## src/rtl/cfg_frame_pkg.sv

```systemverilog
package cfg_frame_pkg;
  localparam int FRAME_W  = 12;
  localparam int NUM_CH   = 2;
  localparam int BIAS_W   = 4;
  localparam int REG_W    = NUM_CH + 2 + BIAS_W;
  localparam int CNT_W    = $clog2(FRAME_W);
  // frame bit positions (arrival order, B0 first)
  localparam int POS_START0 = 0;
  localparam int POS_START1 = 1;
  localparam int POS_SEL    = 2;
  localparam int POS_PAR    = POS_SEL + REG_W;
  localparam int POS_STOP   = FRAME_W - 1;
  // register bit positions
  localparam int REG_PD1 = BIAS_W + 1;
  localparam int REG_PD0 = BIAS_W;

  typedef enum logic [1:0] {ST_IDLE, ST_RECV, ST_CHECK} rxState_t;

  typedef struct packed {
    logic              shiftEn;
    logic [NUM_CH-1:0] commit;
    logic              setErr;
  } rxStrobe_t;

  // register MSB holds the earliest payload bit (B2), LSB the last (B9)
  function automatic logic [REG_W-1:0] packReg(input logic [FRAME_W-1:0] f);
    logic [REG_W-1:0] r;
    for (int i = 0; i < REG_W; i++) r[REG_W-1-i] = f[POS_SEL+i];
    return r;
  endfunction
endpackage

```

## src/rtl/cfg_serial_sync.sv

```systemverilog
module cfg_serial_sync #(
  parameter int STAGES = 2
) (
  input  logic clk,
  input  logic rstN,
  input  logic serClk,
  input  logic serData,
  output logic bitStrobe,
  output logic bitVal
);
  logic [STAGES-1:0] clkSh;
  logic [STAGES-1:0] datSh;
  logic              clkPrev;

  always_ff @(posedge clk or negedge rstN) begin
    if (!rstN) begin
      clkSh   <= '0;
      datSh   <= '1;
      clkPrev <= 1'b0;
    end else begin
      clkSh[0] <= serClk;
      datSh[0] <= serData;
      for (int s = 1; s < STAGES; s++) begin
        clkSh[s] <= clkSh[s-1];
        datSh[s] <= datSh[s-1];
      end
      clkPrev <= clkSh[STAGES-1];
    end
  end

  assign bitStrobe = clkSh[STAGES-1] & ~clkPrev;
  assign bitVal    = datSh[STAGES-1];
endmodule

```

## src/rtl/cfg_frame_ctrl.sv

```systemverilog
module cfg_frame_ctrl
  import cfg_frame_pkg::*;
(
  input  logic               clk,
  input  logic               rstN,
  input  logic               bitStrobe,
  input  logic               bitVal,
  input  logic [FRAME_W-1:0] frame,
  output rxStrobe_t          strobe
);
  localparam logic [CNT_W-1:0] LAST_IDX = CNT_W'(FRAME_W - 1);

  rxState_t         state, stateD;
  logic [CNT_W-1:0] cnt, cntD;
  logic             frameOk;

  assign frameOk = ~frame[POS_START0] & frame[POS_START1] & frame[POS_STOP]
                 & (^frame[POS_PAR:POS_SEL]);

  always_comb begin
    strobe = '0;
    stateD = state;
    cntD   = cnt;
    case (state)
      ST_IDLE: begin
        if (bitStrobe && !bitVal) begin
          strobe.shiftEn = 1'b1;
          cntD   = CNT_W'(1);
          stateD = ST_RECV;
        end
      end
      ST_RECV: begin
        if (bitStrobe) begin
          strobe.shiftEn = 1'b1;
          if (cnt == LAST_IDX) stateD = ST_CHECK;
          else                 cntD   = cnt + 1'b1;
        end
      end
      ST_CHECK: begin
        if (frameOk) strobe.commit = frame[POS_SEL +: NUM_CH];
        else         strobe.setErr = 1'b1;
        cntD   = '0;
        stateD = ST_IDLE;
      end
      default: begin
        cntD   = '0;
        stateD = ST_IDLE;
      end
    endcase
  end

  always_ff @(posedge clk or negedge rstN) begin
    if (!rstN) begin
      state <= ST_IDLE;
      cnt   <= '0;
    end else begin
      state <= stateD;
      cnt   <= cntD;
    end
  end
endmodule

```

## src/rtl/cfg_frame_dp.sv

```systemverilog
module cfg_frame_dp
  import cfg_frame_pkg::*;
(
  input  logic                       clk,
  input  logic                       rstN,
  input  logic                       bitVal,
  input  rxStrobe_t                  strobe,
  output logic [FRAME_W-1:0]         frame,
  output logic [NUM_CH*REG_W-1:0]    chanReg,
  output logic [NUM_CH-1:0]          ampEn,
  output logic [NUM_CH-1:0]          pumpEn,
  output logic [NUM_CH-1:0]          termEn,
  output logic [NUM_CH*BIAS_W-1:0]   bias,
  output logic                       frameErr
);
  logic [FRAME_W-1:0] frameQ;
  logic               errQ;

  always_ff @(posedge clk or negedge rstN) begin
    if (!rstN) begin
      frameQ <= '0;
      errQ   <= 1'b0;
    end else begin
      if (strobe.shiftEn) frameQ <= {bitVal, frameQ[FRAME_W-1:1]};
      if (strobe.setErr)  errQ   <= 1'b1;
    end
  end

  assign frame    = frameQ;
  assign frameErr = errQ;

  for (genvar c = 0; c < NUM_CH; c++) begin : g_ch
    logic [REG_W-1:0] regQ;
    always_ff @(posedge clk or negedge rstN) begin
      if (!rstN)                regQ <= '0;
      else if (strobe.commit[c]) regQ <= packReg(frameQ);
    end
    assign chanReg[c*REG_W +: REG_W]  = regQ;
    assign ampEn[c]                   = regQ[REG_PD1];
    assign pumpEn[c]                  = regQ[REG_PD1] & regQ[REG_PD0];
    assign termEn[c]                  = ~regQ[REG_PD1] & regQ[REG_PD0];
    assign bias[c*BIAS_W +: BIAS_W]   = regQ[BIAS_W-1:0];
  end
endmodule

```

## src/rtl/cfg_frame_rx.sv

```systemverilog
module cfg_frame_rx
  import cfg_frame_pkg::*;
#(
  parameter int SYNC_STAGES = 2
) (
  input  logic                     clk,
  input  logic                     rstN,
  input  logic                     serClk,
  input  logic                     serData,
  output logic [NUM_CH*REG_W-1:0]  chanReg,
  output logic [NUM_CH-1:0]        ampEn,
  output logic [NUM_CH-1:0]        pumpEn,
  output logic [NUM_CH-1:0]        termEn,
  output logic [NUM_CH*BIAS_W-1:0] bias,
  output logic                     frameErr
);
  logic               bitStrobe;
  logic               bitVal;
  logic [FRAME_W-1:0] frameQ;
  rxStrobe_t          ctlStrobe;

  cfg_serial_sync #(.STAGES(SYNC_STAGES)) i_sync (
    .clk(clk), .rstN(rstN), .serClk(serClk), .serData(serData),
    .bitStrobe(bitStrobe), .bitVal(bitVal)
  );

  cfg_frame_ctrl i_ctrl (
    .clk(clk), .rstN(rstN), .bitStrobe(bitStrobe), .bitVal(bitVal),
    .frame(frameQ), .strobe(ctlStrobe)
  );

  cfg_frame_dp i_dp (
    .clk(clk), .rstN(rstN), .bitVal(bitVal), .strobe(ctlStrobe),
    .frame(frameQ), .chanReg(chanReg), .ampEn(ampEn), .pumpEn(pumpEn),
    .termEn(termEn), .bias(bias), .frameErr(frameErr)
  );
endmodule

```

## config.mk

```make
export PLATFORM = sky130hd
export DESIGN_NAME = cfg_frame_rx
export DESIGN_NICKNAME = d
export VERILOG_FILES = /design/src/rtl/cfg_frame_pkg.sv /design/src/rtl/cfg_serial_sync.sv /design/src/rtl/cfg_frame_ctrl.sv /design/src/rtl/cfg_frame_dp.sv /design/src/rtl/cfg_frame_rx.sv
export SDC_FILE = /design/constraint.sdc
export NUM_CORES = 1
export LEC_CHECK = 0
export CORE_MARGIN = 2
export CORE_UTILIZATION = 40
export CTS_CLUSTER_DIAMETER = 120
export CTS_CLUSTER_SIZE = 8
export DETAILED_ROUTE_END_ITERATION = 10
export GPL_TIMING_DRIVEN = 0
export PLACE_DENSITY = 0.73
export SYNTH_ARGS = -nofsm -noshare
export SYNTH_HDL_FRONTEND = slang
export SYNTH_HIERARCHICAL = 1
export SYNTH_SLANG_ARGS = --single-unit
```

## constraint.sdc

```tcl
create_clock -name clk -period 2.22 [get_ports clk]
set_input_delay 0.666 -clock clk [delete_from_list [all_inputs] [get_ports clk]]
set_output_delay 0.666 -clock clk [all_outputs]
set_load 0.03 [all_outputs]
```

==> flow_summary_export.csv <==
group,metric,value,unit
sta,maxSlewViolCount,0,
synthesis,syn-cell-area,0.00183,sq mm
floorplan,core_area,0.00438,sq mm
synthesis,synth-compound-area-share,3.98,%
detailed_routing,wl_per_cell,13.9,um
floorplan,die_y,71.6,um
cts,ctsLongestPathBuffers,2,
detailed_routing,dr.pass1.iters,4,
worst_hold_path,whs_endpoint,"i_sync/clkSh[1]",
setup_path,path_buf_inv,1,
cts,cts_tree,"built",
sta,rsz0062_at_grt,"false",
synthesis,syn_inst,133,
setup_path,regToRegSetupSlack,0.11,ns
worst_hold_path,hold_path_class,"reg -> reg",
setup_path,startpoint_type,"flop",
floorplan,initial_core_util,41.6,%
synthesis,synth_nets,138,
sta,hold_viol_final,0,
grt,grt_pass1_vias,1114,
floorplan,io-pin-count,35,
sta,setup_viol,0,
setup_path,path_class,"reg -> out",
synthesis,syn_avg_cell_area,13.7,sq um
setup_path,cp.arrival,1.49,ns
sta,worstMarginPinSlew,0.875,ns
layout,drive_gt1_share,32.4,%
sta,fin_setup_tns,0,ns
sta,fin_skew,0.00440,ns
setup_path,cp_cell_sequence,"nor2b_1 -> clkdlybuf4s50_1",
place,place_area,0.00223,sq mm
setup_path,reg2reg_from,"i_dp/frame[6]",
layout,final_common_cell,"dfrtp_1",
layout,multi_input_area,698,sq um
grt,grt.total_usage,14.2,%
cts,h-tree-depth,2,
setup_path,crit_path_end_kind,"output pin",
pwr,ir_drop,0.677,mV
floorplan,num_rows,24,
detailed_routing,vias_per_cell,4.99,
place,portBuffers,34,
layout,layout_common_cells,"dfrtp_1 (38), clkdlybuf4s50_1 (32), mux2_2 (18), buf_4 (11), mux2_4 (10)",
pwr,power_leakage,1.10,nW
setup_path,rr_endpoint,"i_dp/g_ch[0].regQ[4]",
status,outcome,"finished clean",
synthesis,synthSimpleGateAreaFrac,8.22,%
cts,numCtsBuffers,5,
synthesis,synth_seq_area_share,55.0,%
worst_hold_path,hold_start,"i_sync/clkSh[0]",
pwr,p_per_area,1070,mW/mm^2
place,place.gp.congestion,0.745,
detailed_routing,vias,1137,
sta,fin_crit,2.16,ns
cts,path_clk_slew,0.07,ns
layout,area_growth,27.6,%
run,max_cap_violations,0,
synthesis,ys_warn_count,6,
grt,overflow,0,
setup_path,cp_top_family,"buffers and inverters",
sta,min_period_over_period,97.1,%
detailed_routing,drt_iter0_markers,52,
grt,grt_max_degree,41,
synthesis,synthAdderAreaFrac,0.685,%
detailed_routing,ant_nets,0,
synthesis,synth_top_family_by_area,"multiplexers",
synthesis,synth_seq_cells,40,
cts,clock-sinks,40,
layout,fill_cells,375,
worst_hold_path,holdPathStages,0,
grt,antenna_found_initial,0,
synthesis,synth-xor-area-share,6.03,%
sta,maxSlewHeadroom,41.6,%
layout,fin_nets,180,
cts,root_buffer,"clkbuf_8",
grt,grt_first_pass_wirelength,5.41,mm
layout,antennaDiodeCount,0,
setup_path,crit_fanout,5,
detailed_routing,drc,0,
setup_path,slowest_stage,"clkdlybuf4s50_1",
detailed_routing,drt_wl_total,3.16,mm
sta,fmax,0.464,GHz
setup_path,reg2reg_depth,6,
synthesis,synth_cell_type_count,30,
cts,clk_latency,0.29,ns
place,post-dp-hpwl,2.25,mm
floorplan,die-width,71.6,um
floorplan,die-area,0.00512,sq mm
synthesis,synthMuxAreaShare,19.3,%
setup_path,crit_required,1.55,ns
setup_path,max_stage_delay,0.67,ns
layout,seq_area,0.00100,sq mm
layout,design_area,0.00233,sq mm
==> cell usage after synthesis <==
cell type | instances | area, sq um
dfrtp_1 | 38 | 951
mux2_2 | 18 | 203
buf_4 | 10 | 75.1
mux2_4 | 10 | 150
xnor2_1 | 6 | 52.6
o21ai_0 | 5 | 25.0
inv_1 | 4 | 15.0
nand3_1 | 4 | 20.0
nor2_1 | 4 | 15.0
a21oi_1 | 3 | 15.0
buf_6 | 3 | 33.8
nand2b_1 | 3 | 18.8
nor2b_1 | 3 | 18.8
and2_1 | 2 | 12.5
and3_1 | 2 | 12.5
dfstp_2 | 2 | 52.6
nand3b_1 | 2 | 15.0
xor2_1 | 2 | 17.5
a211oi_1 | 1 | 7.51
a41oi_1 | 1 | 8.76
ha_1 | 1 | 12.5
nand2_1 | 1 | 3.75
nor2b_4 | 1 | 13.8
nor3b_1 | 1 | 7.51
o31ai_1 | 1 | 7.51
o41ai_1 | 1 | 8.76
or2_2 | 1 | 6.26
or3_1 | 1 | 6.26
xnor2_2 | 1 | 16.3
xnor3_2 | 1 | 23.8
==> cell type report <==
type / instances / area share, %
Clock inverter: 2 / 0.430
Tap cell: 52 / 2.79
Multi-Input combinational cell: 76 / 30.0
Clock buffer: 6 / 3.55
Timing Repair Buffer: 35 / 14.8
Sequential cell: 40 / 43.1
Inverter: 4 / 0.645
Buffer: 13 / 4.67
==> where the power goes <==
part	switching, mW	internal, mW
clock network	0.240	0.248
registers	0.205	0.880
logic	0.348	0.579
==> logic make-up (layout without fill, tap and decap cells) <==
logic type | Yosys count | in the layout
adders and majority gates | 1 | 1
buffers and inverters | 17 | 60
xor gates and xnor gates | 10 | 10
AOI/OAI and AO/OA | 12 | 12
muxes | 28 | 28
DFF | 40 | 40
and+or+nand+nor | 25 | 25
==> through the flow <==
stage	worst slack, ns	std cells	power (mW)	hold WS [ns]	utilization (%)
final	0.0636	228	2.50	0.357	53.1
after global placement	-0.432	219	1.87	0.332	50.9
after global routing	0.00786	228	2.66	0.367	53.1
after CTS	0.0337	227	2.44	0.358	52.9
after detailed placement	0.0811	219	1.95	0.342	50.8
after floorplan	0.321	133	1.76	0.331	-
==> layer usage <==
layer	track usage, %	routed length (um)
met1	17.3	1290
met2	22.2	1620
met3	4.36	150
met4	8.39	104
met5	0	0
==> worst max-delay path by stage <==
stage | start | end | slack (ns) | depth (start not counted)
after floorplan | i_dp/frame[4] | i_dp/g_ch[1].regQ[0] | 0.32 | 6
after global placement | rstN | i_sync/clkSh[1] | -0.43 | 1
after detailed placement | i_dp/frame[4] | i_dp/g_ch[0].regQ[4] | 0.08 | 6
after CTS | i_dp/g_ch[1].regQ[5] | termEn[1] | 0.03 | 2
after global routing | i_dp/g_ch[1].regQ[5] | termEn[1] | 0.008 | 2
final | i_dp/g_ch[1].regQ[5] | termEn[1] | 0.06 | 2
==> what timing repair did <==
item | CTS | global route
gates resized for setup | 0 | 1
hold buffers | 0 | 0
setup endpoints to repair | 0 | 9
buffers inserted | 0 | 1
hold endpoints to repair | 0 | 0
==> state kept, by name, summed over array words and instances (netlist names) <==
signal and cells:
i_sync/clkPrev 1, i_dp/frame 12, i_ctrl/cnt 4, i_sync/clkSh 2, i_sync/datSh 2, i_ctrl/state 2, i_dp/g_ch.regQ 16, i_dp/frameErr 1
No activity file was read; power rests on OpenSTA's default activity.
